===== config.mk =====
export PLATFORM = sky130hd
export DESIGN_NAME = serial_frame_tx
export DESIGN_NICKNAME = d
export VERILOG_FILES = /design/src/rtl/sft_pkg.sv /design/src/rtl/sft_bit_timer.sv /design/src/rtl/sft_sync_gen.sv /design/src/rtl/sft_underrun_ctl.sv /design/src/rtl/sft_shifter.sv /design/src/rtl/serial_frame_tx.sv
export SDC_FILE = /design/constraint.sdc
export NUM_CORES = 1
export LEC_CHECK = 0
export ABC_AREA = 1
export ABC_CLOCK_PERIOD_IN_PS = 6100
export BUFFER_PORTS_ARGS = -buffer_cell sky130_fd_sc_hd__buf_2
export CORE_MARGIN = 4
export CORE_UTILIZATION = 60
export CTS_BUF_LIST = sky130_fd_sc_hd__clkbuf_4
export DETAILED_ROUTE_END_ITERATION = 16
export PLACE_DENSITY = 0.91
export SLEW_MARGIN = 10
export SYNTH_ARGS = -nofsm -noshare
export SYNTH_HDL_FRONTEND = slang
export SYNTH_SLANG_ARGS = --single-unit

===== constraint.sdc =====
create_clock -name clk -period 6.1 [get_ports clk]
set_input_delay 1.525 -clock clk [delete_from_list [all_inputs] [get_ports clk]]
set_output_delay 1.525 -clock clk [all_outputs]
set_load 0.02 [all_outputs]

===== src/rtl/sft_pkg.sv =====
package sft_pkg;

    // Restart policy after a FIFO underrun has been cleared
    typedef enum logic {
        REC_NEXT_FRAME = 1'b0,
        REC_SAME_SLOT  = 1'b1
    } recover_e;

    // Timing marks produced by the position counters
    typedef struct packed {
        logic word_end;   // last bit clock of the current word
        logic frame_end;  // last bit clock of the current frame
    } tick_t;

    function automatic int unsigned idx_width(input int unsigned n);
        return (n > 1) ? $clog2(n) : 1;
    endfunction

endpackage


===== src/rtl/sft_bit_timer.sv =====
module sft_bit_timer
    import sft_pkg::*;
#(
    parameter int unsigned BW = 5,
    parameter int unsigned SW = 1
) (
    input  logic          clk,
    input  logic          rst,
    input  logic [BW-1:0] bits_m1,
    input  logic [SW-1:0] slots_m1,
    output logic [BW-1:0] bit_idx,
    output logic [SW-1:0] slot_idx,
    output logic [SW-1:0] next_slot,
    output tick_t         tick
);

    always_comb begin
        tick.word_end  = (bit_idx == bits_m1);
        tick.frame_end = tick.word_end && (slot_idx == slots_m1);
        next_slot      = (slot_idx == slots_m1) ? '0 : slot_idx + 1'b1;
    end

    // Reset parks the counters on the final bit of a frame, so the first
    // fetch happens right away and bit 0 of word 0 follows.
    always_ff @(posedge clk) begin
        if (rst) begin
            bit_idx  <= bits_m1;
            slot_idx <= slots_m1;
        end else if (tick.word_end) begin
            bit_idx  <= '0;
            slot_idx <= next_slot;
        end else begin
            bit_idx  <= bit_idx + 1'b1;
        end
    end

    a_r2_word_wrap: assert property (@(posedge clk) disable iff (rst)
        tick.word_end |=> (bit_idx == '0));

    a_r2_slot_bound: assert property (@(posedge clk) disable iff (rst)
        slot_idx <= slots_m1);

endmodule


===== src/rtl/sft_sync_gen.sv =====
module sft_sync_gen
    import sft_pkg::*;
#(
    parameter int unsigned BW = 5,
    parameter int unsigned SW = 1
) (
    input  logic          clk,
    input  logic          rst,
    input  tick_t         tick,
    input  logic [BW-1:0] bit_idx,
    input  logic [SW-1:0] slot_idx,
    input  logic [BW-1:0] bits_m1,
    input  logic [BW-1:0] sync_m1,
    input  logic          early,
    output logic          sync
);

    logic first_slot;
    logic win_on_time;
    logic win_early;

    always_comb begin
        first_slot  = (slot_idx == '0);
        win_on_time = first_slot && (bit_idx <= sync_m1);
        win_early   = tick.frame_end || (first_slot && (bit_idx < sync_m1));
        sync        = early ? win_early : win_on_time;
    end

    a_r3_sync_fits: assert property (@(posedge clk) disable iff (rst)
        sync_m1 <= bits_m1);

    a_r3_frame_open: assert property (@(posedge clk) disable iff (rst)
        (!early && tick.frame_end) |=> sync);

endmodule


===== src/rtl/sft_underrun_ctl.sv =====
module sft_underrun_ctl
    import sft_pkg::*;
#(
    parameter int unsigned SW = 1
) (
    input  logic          clk,
    input  logic          rst,
    input  logic          word_end,
    input  logic [SW-1:0] next_slot,
    input  logic          fifo_empty,
    input  logic          err_clr,
    input  logic          recover,
    output logic          fifo_rd,
    output logic          err_flag
);

    recover_e      mode;
    logic          muted;
    logic [SW-1:0] miss_slot;
    logic [SW-1:0] resume_slot;
    logic          may_run;
    logic          miss;

    always_comb begin
        mode        = recover_e'(recover);
        resume_slot = (mode == REC_SAME_SLOT) ? miss_slot : '0;
        may_run     = !muted || (!err_flag && (next_slot == resume_slot));
        fifo_rd     = !rst && word_end && may_run && !fifo_empty;
        miss        = !rst && word_end && may_run && fifo_empty;
    end

    always_ff @(posedge clk) begin
        if (rst) begin
            err_flag  <= 1'b0;
            muted     <= 1'b0;
            miss_slot <= '0;
        end else begin
            if (miss)          err_flag <= 1'b1;   // a new underrun wins over clear
            else if (err_clr)  err_flag <= 1'b0;
            if (word_end)      muted    <= !fifo_rd;
            if (miss)          miss_slot <= next_slot;
        end
    end

    a_r8_no_read_flagged: assert property (@(posedge clk) disable iff (rst)
        err_flag |-> !fifo_rd);

    a_r9_sticky: assert property (@(posedge clk) disable iff (rst)
        (err_flag && !err_clr) |=> err_flag);

    a_r9_set_wins: assert property (@(posedge clk) disable iff (rst)
        (word_end && fifo_empty && !muted) |=> err_flag);

    a_r6_read_has_data: assert property (@(posedge clk) disable iff (rst)
        fifo_rd |-> (word_end && !fifo_empty));

endmodule


===== src/rtl/sft_shifter.sv =====
module sft_shifter #(
    parameter int unsigned WM = 32,
    parameter int unsigned BW = 5
) (
    input  logic          clk,
    input  logic          rst,
    input  logic          word_end,
    input  logic          take,
    input  logic [WM-1:0] din,
    input  logic [BW-1:0] bit_idx,
    input  logic [BW-1:0] bits_m1,
    input  logic          msb_first,
    output logic          dout
);

    logic [WM-1:0] hold;
    logic [BW-1:0] sel;

    always_comb begin
        sel  = msb_first ? (bits_m1 - bit_idx) : bit_idx;
        dout = hold[sel];
    end

    // A missed or muted fetch loads zeros, keeping the line low for that word
    always_ff @(posedge clk) begin
        if (rst)           hold <= '0;
        else if (word_end) hold <= take ? din : '0;
    end

    a_r7_quiet_word: assert property (@(posedge clk) disable iff (rst)
        (word_end && !take) |=> !dout);

endmodule


===== src/rtl/serial_frame_tx.sv =====
module serial_frame_tx
    import sft_pkg::*;
#(
    parameter  int unsigned WORD_MAX    = 32,
    parameter  int unsigned FRAME_WORDS = 2,
    localparam int unsigned BW          = idx_width(WORD_MAX),
    localparam int unsigned SW          = idx_width(FRAME_WORDS)
) (
    input  logic                clk,
    input  logic                rst,
    input  logic [SW-1:0]       cfg_slots_m1,
    input  logic [BW-1:0]       cfg_bits_m1,
    input  logic [BW-1:0]       cfg_sync_m1,
    input  logic                cfg_sync_early,
    input  logic                cfg_msb_first,
    input  logic                cfg_recover,
    input  logic                fifo_empty,
    input  logic [WORD_MAX-1:0] fifo_data,
    output logic                fifo_rd,
    input  logic                err_clr,
    output logic                err_flag,
    output logic                tx_data,
    output logic                tx_sync
);

    logic [BW-1:0] bit_idx;
    logic [SW-1:0] slot_idx;
    logic [SW-1:0] next_slot;
    tick_t         tick;

    sft_bit_timer #(.BW(BW), .SW(SW)) u_timer (
        .clk       (clk),
        .rst       (rst),
        .bits_m1   (cfg_bits_m1),
        .slots_m1  (cfg_slots_m1),
        .bit_idx   (bit_idx),
        .slot_idx  (slot_idx),
        .next_slot (next_slot),
        .tick      (tick)
    );

    sft_sync_gen #(.BW(BW), .SW(SW)) u_sync (
        .clk      (clk),
        .rst      (rst),
        .tick     (tick),
        .bit_idx  (bit_idx),
        .slot_idx (slot_idx),
        .bits_m1  (cfg_bits_m1),
        .sync_m1  (cfg_sync_m1),
        .early    (cfg_sync_early),
        .sync     (tx_sync)
    );

    sft_underrun_ctl #(.SW(SW)) u_ctl (
        .clk        (clk),
        .rst        (rst),
        .word_end   (tick.word_end),
        .next_slot  (next_slot),
        .fifo_empty (fifo_empty),
        .err_clr    (err_clr),
        .recover    (cfg_recover),
        .fifo_rd    (fifo_rd),
        .err_flag   (err_flag)
    );

    sft_shifter #(.WM(WORD_MAX), .BW(BW)) u_shift (
        .clk       (clk),
        .rst       (rst),
        .word_end  (tick.word_end),
        .take      (fifo_rd),
        .din       (fifo_data),
        .bit_idx   (bit_idx),
        .bits_m1   (cfg_bits_m1),
        .msb_first (cfg_msb_first),
        .dout      (tx_data)
    );

    a_r1_reset_quiet: assert property (@(posedge clk)
        rst |-> (!fifo_rd));

endmodule


==> Word-level counts from Yosys, hierarchy flattened <==
Cells that the tools add are included.
Widths: inputs -> output; s select.
{ "op_classes": {"add_sub_neg": 3, "magnitude_cmp": 3, "eq_ne": 3, "mux": 13, "bitwise": 1, "reduce_logical": 17} }
{ "op_table": {"columns": ["op", "count"], "rows": [
  ["$mux 32", 1],
  ["$mux 5", 3],
  ["$logic_and 1x1->1", 8],
  ["$mux 1", 8],
  ["$lt 5x6->1 const B", 1],
  ["$add 5x1->5 const B", 1],
  ["$bmux 1 s5", 1],
  ["$eq 5x5->1", 1],
  ["$le 5x5->1", 1],
  ["$logic_not 1->1", 5],
  ["$lt 5x5->1", 1],
  ["$sub 5x5->5", 1],
  ["$reduce_bool 2->1", 2],
  ["$eq 1x1->1", 2],
  ["$logic_or 1x1->1", 2],
  ["$add 1x1->1 const B", 1],
  ["$not 1->1", 1]
]} }
{ "word_totals": {"reg_bits": 41, "input_bits": 50, "output_inout_bits": 4, "elab_cells": 46} }

==> Longest topological paths before layout <==
Gate-level depths: netlist of the first run.
{ "logic_depth": {"word_depth": 8, "mapped_depth": 12, "depth_no_buf": 12} }

==> Hierarchy <==
From an unflattened synthesis of the first run, not the netlist that was laid out.
{ "hier_totals": {"cells_unflattened": 406, "area_unflattened_um2": 2620.0} }
{ "by_module_without_submodules": {"columns": ["module", "n_inst", "cells_each", "area_per_inst_um2", "seq_area_each_um2"], "rows": [
  ["sft_shifter", 1, 284, 1871.8, 640.6],
  ["sft_bit_timer", 1, 61, 391.6, 130.1],
  ["sft_underrun_ctl", 1, 28, 182.7, 60.1],
  ["sft_sync_gen", 1, 33, 173.9, 0.0]
]} }

==> Worst setup path after synthesis of the first run <==
OpenSTA, ideal clock, no wires.
{ "synth_path": {"path_type": "input to output", "from": "in cfg_bits_m1[0]", "to": "out tx_data", "arrival_ns": 3.106, "required_ns": 4.575, "path_slack_ns": 1.469, "path_stages": 10, "path_buffers": 0, "cell_sequence": "inv_1 ha_1 inv_1 fa_1 or2_2 a21oi_1 nand3_1 nand3_1 nand3_1 nand2_1"} }
{ "synth_via": {"elab_chain_cells": 4} }
{ "synth_lines": {"columns": ["element", "line_no", "rtl"], "rows": [
  ["start: declaration", "serial_frame_tx.sv:12", "input logic [BW-1:0] cfg_bits_m1,"],
  ["$sub 5x5->5", "sft_shifter.sv:20", "sel = msb_first ? (bits_m1 - bit_idx) : bit_idx;"],
  ["$mux 5", "sft_shifter.sv:20", null],
  ["$bmux 1 s5", "sft_shifter.sv:21", "dout = hold[sel];"],
  ["$mux 1 (not written as such)", "sft_shifter.sv:21", null],
  ["end: declaration", "serial_frame_tx.sv:22", "output logic tx_data,"]
]} }
Every way passes these cells. The select of a mux whose other input is x is not followed.

==> Final worst setup path of the first run <==
Ends and elaborated chain as after synthesis.

==> results.toml, run 1 <==
[status]
status = "completed"

[setup_path]
critPathArrivalTime_ns = 3.51
slowest_delay_ns = 0.40
path_cells = "buf_2 -> inv_1 -> ha_1 -> inv_1 -> fa_1 -> or2_2 -> nand2_1 -> o21ai_0 -> nand3_1 -> nand3_1 -> nand3_1 -> nand2_1 -> buf_2"
cp-start-kind = "input pin"
critPathRequiredTime_ns = 4.58
path_class = "in2out"
crit_buf_inv = 4
end_kind = "output pin"
crit_slowest_cell = "fa_1"
cpMostUsedCell = "nand3_1"
path_delay_family = "simple AND/OR/NAND/NOR gates"
critPathMaxFanout = 4

[detailed_routing]
vias_per_cell = 5.316
routedWlPerCell_um = 11.88
drt-initial-drc-count = 117
num_vias = 2291
wl_um = 5119
drtAntennaViolNets = 0
drc = 0
dr.pass1.iters = 4

[yosys]
synthCells = 334
synth_area_leaders = "dfxtp_1, nand2_1, nand3_1, ha_1, inv_1"
synth_area_mm2 = 0.002316
synth_top_area_share_pct = 34.58
synth.avg_cell_area_um2 = 6.934
synthDistinctLibCells = 29
syn-num-nets = 396
synth_area_leader_cell = "dfxtp_1"
seq_area_frac_synth_pct = 35.87
synth_warnings = 0
synth_seq_cells = 41

[sta]
fin_crit_sh_pct = 82.58
fmaxAchievable_ghz = 0.1985
setup_viol = 0
slew_headroom_pct = 47.22
tns_ns = 0
min_period_ns = 5.037
rsz0062_at_grt = "false"
maxSlewViolCount = 0
worst_slew_pin_slew_ns = 0.7898
fin_skew_ns = 0.01539
hold_viol = 0

[power_and_ir_drop]
irDropWorstVdd_uv = 149.9
p_leak_nw = 1.287
pwr_density_cell_mw_per_mm2 = 232.2

[cells_and_area]
area_delta_synth_final_pct = 13.29
drive_above_1_share_pct = 20.63
n_antenna_cell = 0
design_area_mm2 = 0.002624
nNetsFinal = 444

[run]
maxCapViolCount = 0

[die]
ios = 54
core-area_mm2 = 0.003689
die_x_um = 70.13
die_h_um = 70.13
dieArea_mm2 = 0.004918
start_util_pct = 62.79
rows = 22

[cts]
clock_path_buffers = 2
postCtsSetupBuffers = 0
cts_root_buf = "clkbuf_4"
path_clk_slew_ns = 0.12
htreeDepth = 2
hold_buffers = 0
cts_resized = 0
tritoncts = "done"
clock_latency_ns = 0.36
cts_num_sinks = 41
cts_made_buffers = 5

[placed_design]
placed_area_mm2 = 0.002565
port_buffers = 53
routabilityCongestion = 0.8862
dp_hpwl_um = 3989

[global_routing]
antenna_found_initial = 0
grt_pass1_wl_um = 8680
grt_max_degree = 34
track_usage_pct = 20.87
first_global_vias = 2075
gr-total-overflow = 0

[hold_path]
hold_path.class = "reg2reg"
-- flip-flops by register name, summed over array words and instances, names as in the netlist --
register and flops:
u_shift.hold 32, u_timer.bit_idx 5, u_ctl.err_flag 1, u_ctl.miss_slot 1, u_ctl.muted 1, u_timer.slot_idx 1
-- Yosys cell counts --
library cell and instances:
a21oi_1 10, nor2_4 1, nand2_1 113, o21ai_1 8, edfxtp_1 1, inv_2 2
nor2_1 3, o22ai_1 1, ha_1 11, dfxtp_1 40, nor2_8 1, nor3_2 1
buf_6 3, or2_2 1, o21ai_0 13, nand4_1 1, inv_1 31, nand3_1 65
xor2_1 3, nand2_2 3, xnor2_1 1, nor4b_1 1, clkbuf_1 4, nand2_4 2
buf_4 1, buf_2 4, nor3_1 1, o21ai_2 7, fa_1 1
-- power by group --
| part | switching, W | internal [W] | leakage, nW |
|---|---|---|---|
| combinational | 0.000114 | 0.0000673 | 0.921 |
| clock | 0.0000934 | 0.0000456 | 0.0316 |
| sequential | 0.00000947 | 0.000279 | 0.334 |
| total | 0.000217 | 0.000392 | 1.29 |
-- layout make-up --
type                       count  area, um2
clock inverter                 3      21.27
inverter                      33      123.9
fill                         330       1065
timing repair buffer          53      265.3
tap                           48      60.06
sequential                    41      830.8
clock buffer                   5      37.54
multi-input combinational    248       1285
-- worst register-to-register path, cell delays in order, from the launching register on --
cell     delay (ns)
dfxtp_1        0.44
inv_1          0.09
ha_1           0.37
inv_2          0.08
nor3_2         0.18
nand2_2        0.27
nand2_1        0.69
-- through the flow --
stage | power [W] | instances | worst slack, ns | utilization (%) | hold slack (ns)
finish | 0.0006092 | 431 | 1.063 | 71.13 | 0.4757
CTS | 0.0006108 | 431 | 1.118 | 71.13 | 0.4774
global placement | 0.0004663 | 423 | 1.206 | 69.54 | 0.4534
global route | 0.0006454 | 431 | 0.9189 | 71.13 | 0.4948
detailed placement | 0.0004744 | 423 | 1.122 | 69.54 | 0.4589
floorplan | 0.0004243 | 334 | 1.469 | - | 0.4399
-- cell usage in the layout (no fill, tap or decap) --
master / instances
clkinvlp_4: 1
ha_1: 11
o22ai_1: 1
nor4b_1: 1
inv_2: 2
inv_1: 31
nand2_4: 2
nor2_8: 1
dfxtp_1: 40
xor2_1: 3
clkbuf_4: 5
inv_6: 1
nor3_2: 1
buf_2: 53
a21oi_1: 10
o21ai_1: 8
o21ai_2: 7
nand4_1: 1
fa_1: 1
edfxtp_1: 1
nand2_1: 113
nor2_1: 3
nor2_4: 1
nand2_2: 3
xnor2_1: 1
o21ai_0: 13
clkinv_2: 1
or2_2: 1
nand3_1: 65
nor3_1: 1
-- worst paths after layout --
kind / from / to / slack (ns) / cells after the start
max reg2reg: u_timer.bit_idx[3] / u_timer.slot_idx / 3.66 / 6
min reg2reg: u_shift.hold[18] / u_shift.hold[18] / 0.48 / 2
min: u_shift.hold[18] / u_shift.hold[18] / 0.48 / 2
max: cfg_bits_m1[0] / tx_data / 1.06 / 13
-- cells by family (layout without fill, tap and decap cells) --
family / count (synthesis) / in the layout / share of synthesized area (%)
fa+ha+maj: 12 / 12 / 6.807
compound gates: 39 / 39 / 9.617
simple gates: 193 / 193 / 37.55
buf+inv: 45 / 94 / 8.644
flops: 41 / 41 / 35.87
xor+xnor: 4 / 4 / 1.513
-- layer usage --
metal	routed length, um	GRT usage, %	vias to the layer above
met5	0	0	-
met3	375	4.892	8
met2	2499	35.57	74
met1	2193	26.53	1026
li1	-	-	1183
met4	51	5.106	0
Note: power is estimated with default switching activity, not from simulation.
==> run 2: changes to the inputs <==
--- a/config.mk
+++ b/config.mk
@@ -5,14 +5,14 @@
 export SDC_FILE = /design/constraint.sdc
 export NUM_CORES = 1
 export LEC_CHECK = 0
-export ABC_AREA = 1
-export ABC_CLOCK_PERIOD_IN_PS = 6100
+export ABC_AREA = 0
+export ABC_CLOCK_PERIOD_IN_PS = 4800
 export BUFFER_PORTS_ARGS = -buffer_cell sky130_fd_sc_hd__buf_2
 export CORE_MARGIN = 4
-export CORE_UTILIZATION = 60
+export CORE_UTILIZATION = 55
 export CTS_BUF_LIST = sky130_fd_sc_hd__clkbuf_4
 export DETAILED_ROUTE_END_ITERATION = 16
-export PLACE_DENSITY = 0.91
+export PLACE_DENSITY = 0.85
 export SLEW_MARGIN = 10
 export SYNTH_ARGS = -nofsm -noshare
 export SYNTH_HDL_FRONTEND = slang
==> constraint.sdc (replaced) <==
create_clock -name clk -period 4.8 [get_ports clk]
set_input_delay 1.2 -clock clk [delete_from_list [all_inputs] [get_ports clk]]
set_output_delay 1.2 -clock clk [all_outputs]
set_load 0.02 [all_outputs]
==> results.toml, run 2 <==
[status]
status = "completed"

[yosys]
synthCells = 226
synth_area_mm2 = 0.002155
synth_most_common_cell = "dfxtp_1"
synth_area_leader_cell = "dfxtp_1"
synth_ff_type = "dfxtp_1"
synth_top_family_by_area = "compound AO/OA/AOI/OAI gates"
synthDistinctLibCells = 48
synthArstFlopShare_pct = 0
muxShareOfSynthArea_pct = 4.007
synth_seq_cells = 41
synth-simple-area-share_pct = 10.69
synth_top_area_share_pct = 37.17
synth_warnings = 0
synth.avg_cell_area_um2 = 9.533
synth_area_leaders = "dfxtp_1, a22o_1, ha_1, a211oi_1, inv_1"
synth_compound_area_share_pct = 28.80
synth_enable_flop_cells = 1
synth_xor_area_share_pct = 3.194
synth_common_cells = "dfxtp_1, a22o_1, inv_1"
seq_area_frac_synth_pct = 38.56
syn-num-nets = 288
synth_fa_ha_area_share_pct = 7.317

[sta]
setup_viol = 0
fmaxAchievable_ghz = 0.2168
tns_ns = 0
hold_viol = 0
fin_crit_sh_pct = 96.08
maxSlewViolCount = 0
slew_headroom_pct = 69.03
fin_skew_ns = 0.01271
min_period_ns = 4.612
rsz0062_at_grt = "false"
worst_slew_pin_slew_ns = 0.4631

[power_and_ir_drop]
p_leak_nw = 1.163
share_seq_of_total_power_pct = 43.7
power_frac_clock_pct = 26.9
combPwrFrac_pct = 29.4
p_int_w = 0.0005803
switching_share_pct = 31.61
power.switching_w = 0.0002682
pwr_density_cell_mw_per_mm2 = 335.2
irDropWorstVdd_uv = 224.7

[cts]
cts_made_buffers = 5
htreeDepth = 2
hold_buffers = 0
cts_num_sinks = 41
cts_root_buf = "clkbuf_4"
tritoncts = "done"
clock_latency_ns = 0.35
path_clk_slew_ns = 0.11
clock_path_buffers = 2

[global_routing]
first_global_vias = 1773
grt_max_degree = 34
antenna_found_initial = 0
grt_pass1_wl_um = 7866
gr-total-overflow = 0
track_usage_pct = 19.75

[detailed_routing]
vias_per_cell = 5.732
wl_met3_um = 272
drc = 0
num_vias = 1863
routedWlPerCell_um = 14.98
top_layer_used = "met4"
drtAntennaViolNets = 0
drt-initial-drc-count = 172
wl_um = 4867
dr.pass1.iters = 4
met2WireLength_um = 2227
wl_met1_um = 2298

[die]
rows = 22
core-area_mm2 = 0.003716
start_util_pct = 57.98
die_x_um = 70.59
die_h_um = 70.59
ios = 54
dieArea_mm2 = 0.004983

[placed_design]
dp_hpwl_um = 3643
place_inst = 316
placed_area_mm2 = 0.002412
routabilityCongestion = 0.8890
port_buffers = 53

[setup_path]
critPathRequiredTime_ns = 3.60
path_cells = "buf_2 -> inv_1 -> ha_1 -> inv_1 -> fa_2 -> xnor2_4 -> mux2_4 -> a2111oi_0 -> nor4_1 -> mux2i_1 -> mux2i_1 -> buf_2"
reg2reg_slack_ns = 2.41
slowest_delay_ns = 0.46
crit-reg2reg-launch = "u_timer.bit_idx[2]"
worstSetupStartpoint = "cfg_bits_m1[0]"
cp-start-kind = "input pin"
crit_slowest_cell = "a2111oi_0"
critPathMaxFanout = 7
path_class = "in2out"
critPathArrivalTime_ns = 3.41
end_kind = "output pin"

[hold_path]
hold_path.class = "reg2reg"
min-delay-start = "u_shift.hold[4]"

[cells_and_area]
final_cell_mix = "buf_2, dfxtp_1, a22o_1, inv_1"
layout_commonest_cell = "buf_2"
largestRegisters = "u_shift.hold (32), u_timer.bit_idx (5)"
design_area_mm2 = 0.002531
fillCellCount = 312
seqCellArea_um2 = 830.8
multi_input_area_mm2 = 0.001196
stdcell_count = 325
nNetsFinal = 338
fin_util_pct = 68.11
largest_reg_flops = 32
drive_above_1_share_pct = 27.44
area_delta_synth_final_pct = 17.48
n_antenna_cell = 0
max_flop_register = "u_shift.hold"

[run]
maxCapViolCount = 0
==> run 2: changes by cell type after synthesis, moves of 6 or more <==
cell / before / now
a2111oi_0: 0 / 6
a211oi_1: 0 / 9
a22o_1: 0 / 31
and3_1: 0 / 9
inv_1: 31 / 18
mux2i_1: 0 / 6
nand2_1: 113 / 11
nand3_1: 65 / 5
o21ai_1: 8 / 0
o21ai_2: 7 / 0
==> run 2: worst paths after layout <==
| kind | endpoint | depth (start not counted) |
|---|---|---|
| setup reg to reg | u_shift.hold[5] | 9 |
| hold / removal | u_shift.hold[4] | 1 |
| hold reg to reg | u_shift.hold[4] | 1 |
| setup / recovery | tx_data | 12 |
==> run 2: final cells by class <==
cell class,instances,area share [%]
flip-flops and latches,41,32.82
clock inverters,3,1.730
inverters,18,2.669
well taps,48,2.373
clock buffers,5,1.483
multi-input cells,153,47.26
repair buffers,57,11.67
==> run 2: cells by family after synthesis <==
family,after synthesis
multiplexers,8
AND/OR/NAND/NOR,44
flip-flops,41
AO/OA/AOI/OAI,82
adder cells (fa/ha/maj),12
buffers and inverters,32
XOR/XNOR,7
==> run 2: power groups by stage <==
stage                     combinational (W)  clock, W  sequential (W)
after floorplan                    0.000178         0        0.000371
after global placement             0.000221         0        0.000378
after detailed placement           0.000227         0        0.000378
after CTS                          0.000229  0.000231        0.000370
after global routing               0.000277  0.000245        0.000372
final                              0.000250  0.000229        0.000370
==> run 2: layer usage <==
metal / global-route usage (%) / vias to the layer above
met3: 5.966 / 6
met5: 0 / -
li1: - / 950
met2: 30.98 / 51
met1: 26.04 / 856
met4: 6.681 / 0
==> run 2: timing repair <==
| action | in CTS | in global routing |
|---|---|---|
| buffers inserted | 0 | 1 |
| endpoints found under the setup margin | 0 | 1 |
| gates resized for setup | 0 | 7 |
==> run 2: metrics by stage <==
step | total power (W) | worst slack, ns | hold WS, ns
floorplan | 0.0005482 | 0.3437 | 0.4340
global placement | 0.0005983 | 0.1336 | 0.4490
detailed placement | 0.0006050 | 0.06678 | 0.4524
CTS | 0.0008298 | 0.05129 | 0.4874
global route | 0.0008942 | 0.04592 | 0.5045
finish | 0.0008486 | 0.1879 | 0.4812
==> run 2: worst max-delay path: cells and delay by family <==
family / cells / cell delay [ns]
buf+inv: 4 / 0.38
xor+xnor: 1 / 0.19
simple gates: 1 / 0.09
mux: 3 / 0.55
compound gates: 1 / 0.46
fa+ha+maj: 2 / 0.54
==> run 3: changes to the inputs <==
--- a/config.mk
+++ b/config.mk
@@ -9,10 +9,10 @@
 export ABC_CLOCK_PERIOD_IN_PS = 4800
 export BUFFER_PORTS_ARGS = -buffer_cell sky130_fd_sc_hd__buf_2
 export CORE_MARGIN = 4
-export CORE_UTILIZATION = 55
+export CORE_UTILIZATION = 45
 export CTS_BUF_LIST = sky130_fd_sc_hd__clkbuf_4
 export DETAILED_ROUTE_END_ITERATION = 16
-export PLACE_DENSITY = 0.85
+export PLACE_DENSITY = 0.72
 export SLEW_MARGIN = 10
 export SYNTH_ARGS = -nofsm -noshare
 export SYNTH_HDL_FRONTEND = slang
==> results.toml, run 3 (same netlist as run 2, synthesis figures left out) <==
[status]
status = "completed"

[setup_path]
r2r_cells = 9
end_kind = "output pin"
cp.depth = 12
crit-reg2reg-launch = "u_timer.bit_idx[2]"
critPathRequiredTime_ns = 3.60
path_cells = "buf_2 -> inv_1 -> ha_1 -> inv_1 -> fa_2 -> xnor2_4 -> mux2_4 -> a2111oi_1 -> nor4_1 -> mux2i_1 -> mux2i_1 -> buf_2"
cp-start-kind = "input pin"
worstSetupStartpoint = "cfg_bits_m1[0]"
critPathArrivalTime_ns = 3.45
crit_buf_inv = 4
reg2reg_slack_ns = 2.40
slowest_delay_ns = 0.45
critPathMaxFanout = 8
path_class = "in2out"
crit_slowest_cell = "a2111oi_1"
path_delay_family = "adder cells"

[cts]
htreeDepth = 2
hold_buffers = 0
path_clk_slew_ns = 0.12
cts_num_sinks = 41
cts_made_buffers = 5
tritoncts = "done"
clock_path_buffers = 2
cts_root_buf = "clkbuf_4"
clock_latency_ns = 0.34

[placed_design]
post-place-ws_ns = 0.05440
dp_hpwl_um = 3707
place_inst = 321
port_buffers = 53
routabilityCongestion = 0.9280

[cells_and_area]
area_delta_synth_final_pct = 18.47
layout_commonest_cell = "buf_2"
largestRegisters = "u_shift.hold (32), u_timer.bit_idx (5)"
fin_util_pct = 56.67
multi_input_area_mm2 = 0.001195
n_antenna_cell = 0
drive_above_1_share_pct = 27.96
nNetsFinal = 340
stdcell_count = 331
largest_reg_flops = 32
fillCellCount = 390
max_flop_register = "u_shift.hold"
final_cell_mix = "buf_2, dfxtp_1, a22o_1, inv_1"
seqCellArea_um2 = 830.8

[sta]
min_period_ns = 4.648
slew_headroom_pct = 70.51
tns_ns = 0
fmaxAchievable_ghz = 0.2152
layout_setup_ws_ns = 0.1522
setup_viol = 0
rsz0062_at_grt = "false"
hold_viol = 0
fin_skew_ns = 0.007788
fin_crit_sh_pct = 96.83
worst_slew_pin_slew_ns = 0.4410
maxSlewViolCount = 0

[run]
maxCapViolCount = 0

[global_routing]
first_global_vias = 1686
gr-total-overflow = 0
grt_pass1_wl_um = 7990
grt_max_degree = 34
track_usage_pct = 16.41
antenna_found_initial = 0

[power_and_ir_drop]
pwr_density_cell_mw_per_mm2 = 333.5
power_w = 0.0008513
p_leak_nw = 1.173
irDropWorstVdd_uv = 182.9

[hold_path]
min-delay-start = "u_shift.hold[17]"
hold_path.class = "reg2reg"
min_path_cells = 1

[die]
start_util_pct = 47.83
core-area_mm2 = 0.004504
ios = 54
die_x_um = 77.20
dieArea_mm2 = 0.005959
die_h_um = 77.20
rows = 24

[detailed_routing]
routedWlPerCell_um = 14.93
dr.pass1.iters = 4
drtAntennaViolNets = 0
vias_per_cell = 5.631
num_vias = 1864
drt-initial-drc-count = 143
drc = 0
wl_um = 4942
-- run 3: changes by cell type in the layout (fill, tap and decap cells not counted) --
cell,before,now
inv_6,1,0
a2111oi_1,3,2
clkinv_4,0,1
a2111oi_0,3,4
clkbuf_4,5,6
clkinv_2,1,0
buf_4,4,6
-- run 3: timing repair --
item | in CTS | in global routing
buffers inserted | 0 | 2
gates resized for setup | 0 | 6
endpoints found under the setup margin | 0 | 1
-- run 3: power breakdown --
| part | total, W | switching [W] | internal (W) | leakage [nW] |
|---|---|---|---|---|
| combinational | 0.000254 | 0.000136 | 0.000118 | 0.792 |
| clock | 0.000227 | 0.000110 | 0.000117 | 0.0459 |
| sequential | 0.000370 | 0.0000154 | 0.000355 | 0.334 |
| total | 0.000851 | 0.000262 | 0.000590 | 1.17 |
-- run 3: layer usage --
metal  routed length (um)  vias to the layer above  track usage [%]
li1                     -                      956                -
met4                   59                        0            5.160
met5                    0                        -                0
met2                 2119                       62            23.75
met3                  392                        6            5.152
met1                 2371                      840            23.07
-- run 3: layout make-up --
| cell class | count | area share [%] |
|---|---|---|
| multi-input cells | 153 | 46.81 |
| well taps | 52 | 2.549 |
| flip-flops and latches | 41 | 32.55 |
| clock buffers | 6 | 1.765 |
| clock inverters | 2 | 1.520 |
| repair buffers | 59 | 12.16 |
| inverters | 18 | 2.647 |
-- run 3: through the flow --
step	cell area (um2)	hold WS, ns
2_1_floorplan	2155	0.4340
3_3_place_gp	2425	0.4489
3_5_place_dp	2425	0.4550
4_1_cts	2509	0.4882
5_1_grt	2552	0.5026
6_report	2552	0.4822
-- run 3: final timing paths --
kind,end
max,tx_data
min,u_shift.hold[17]
max reg2reg,u_shift.hold[4]
min reg2reg,u_shift.hold[17]
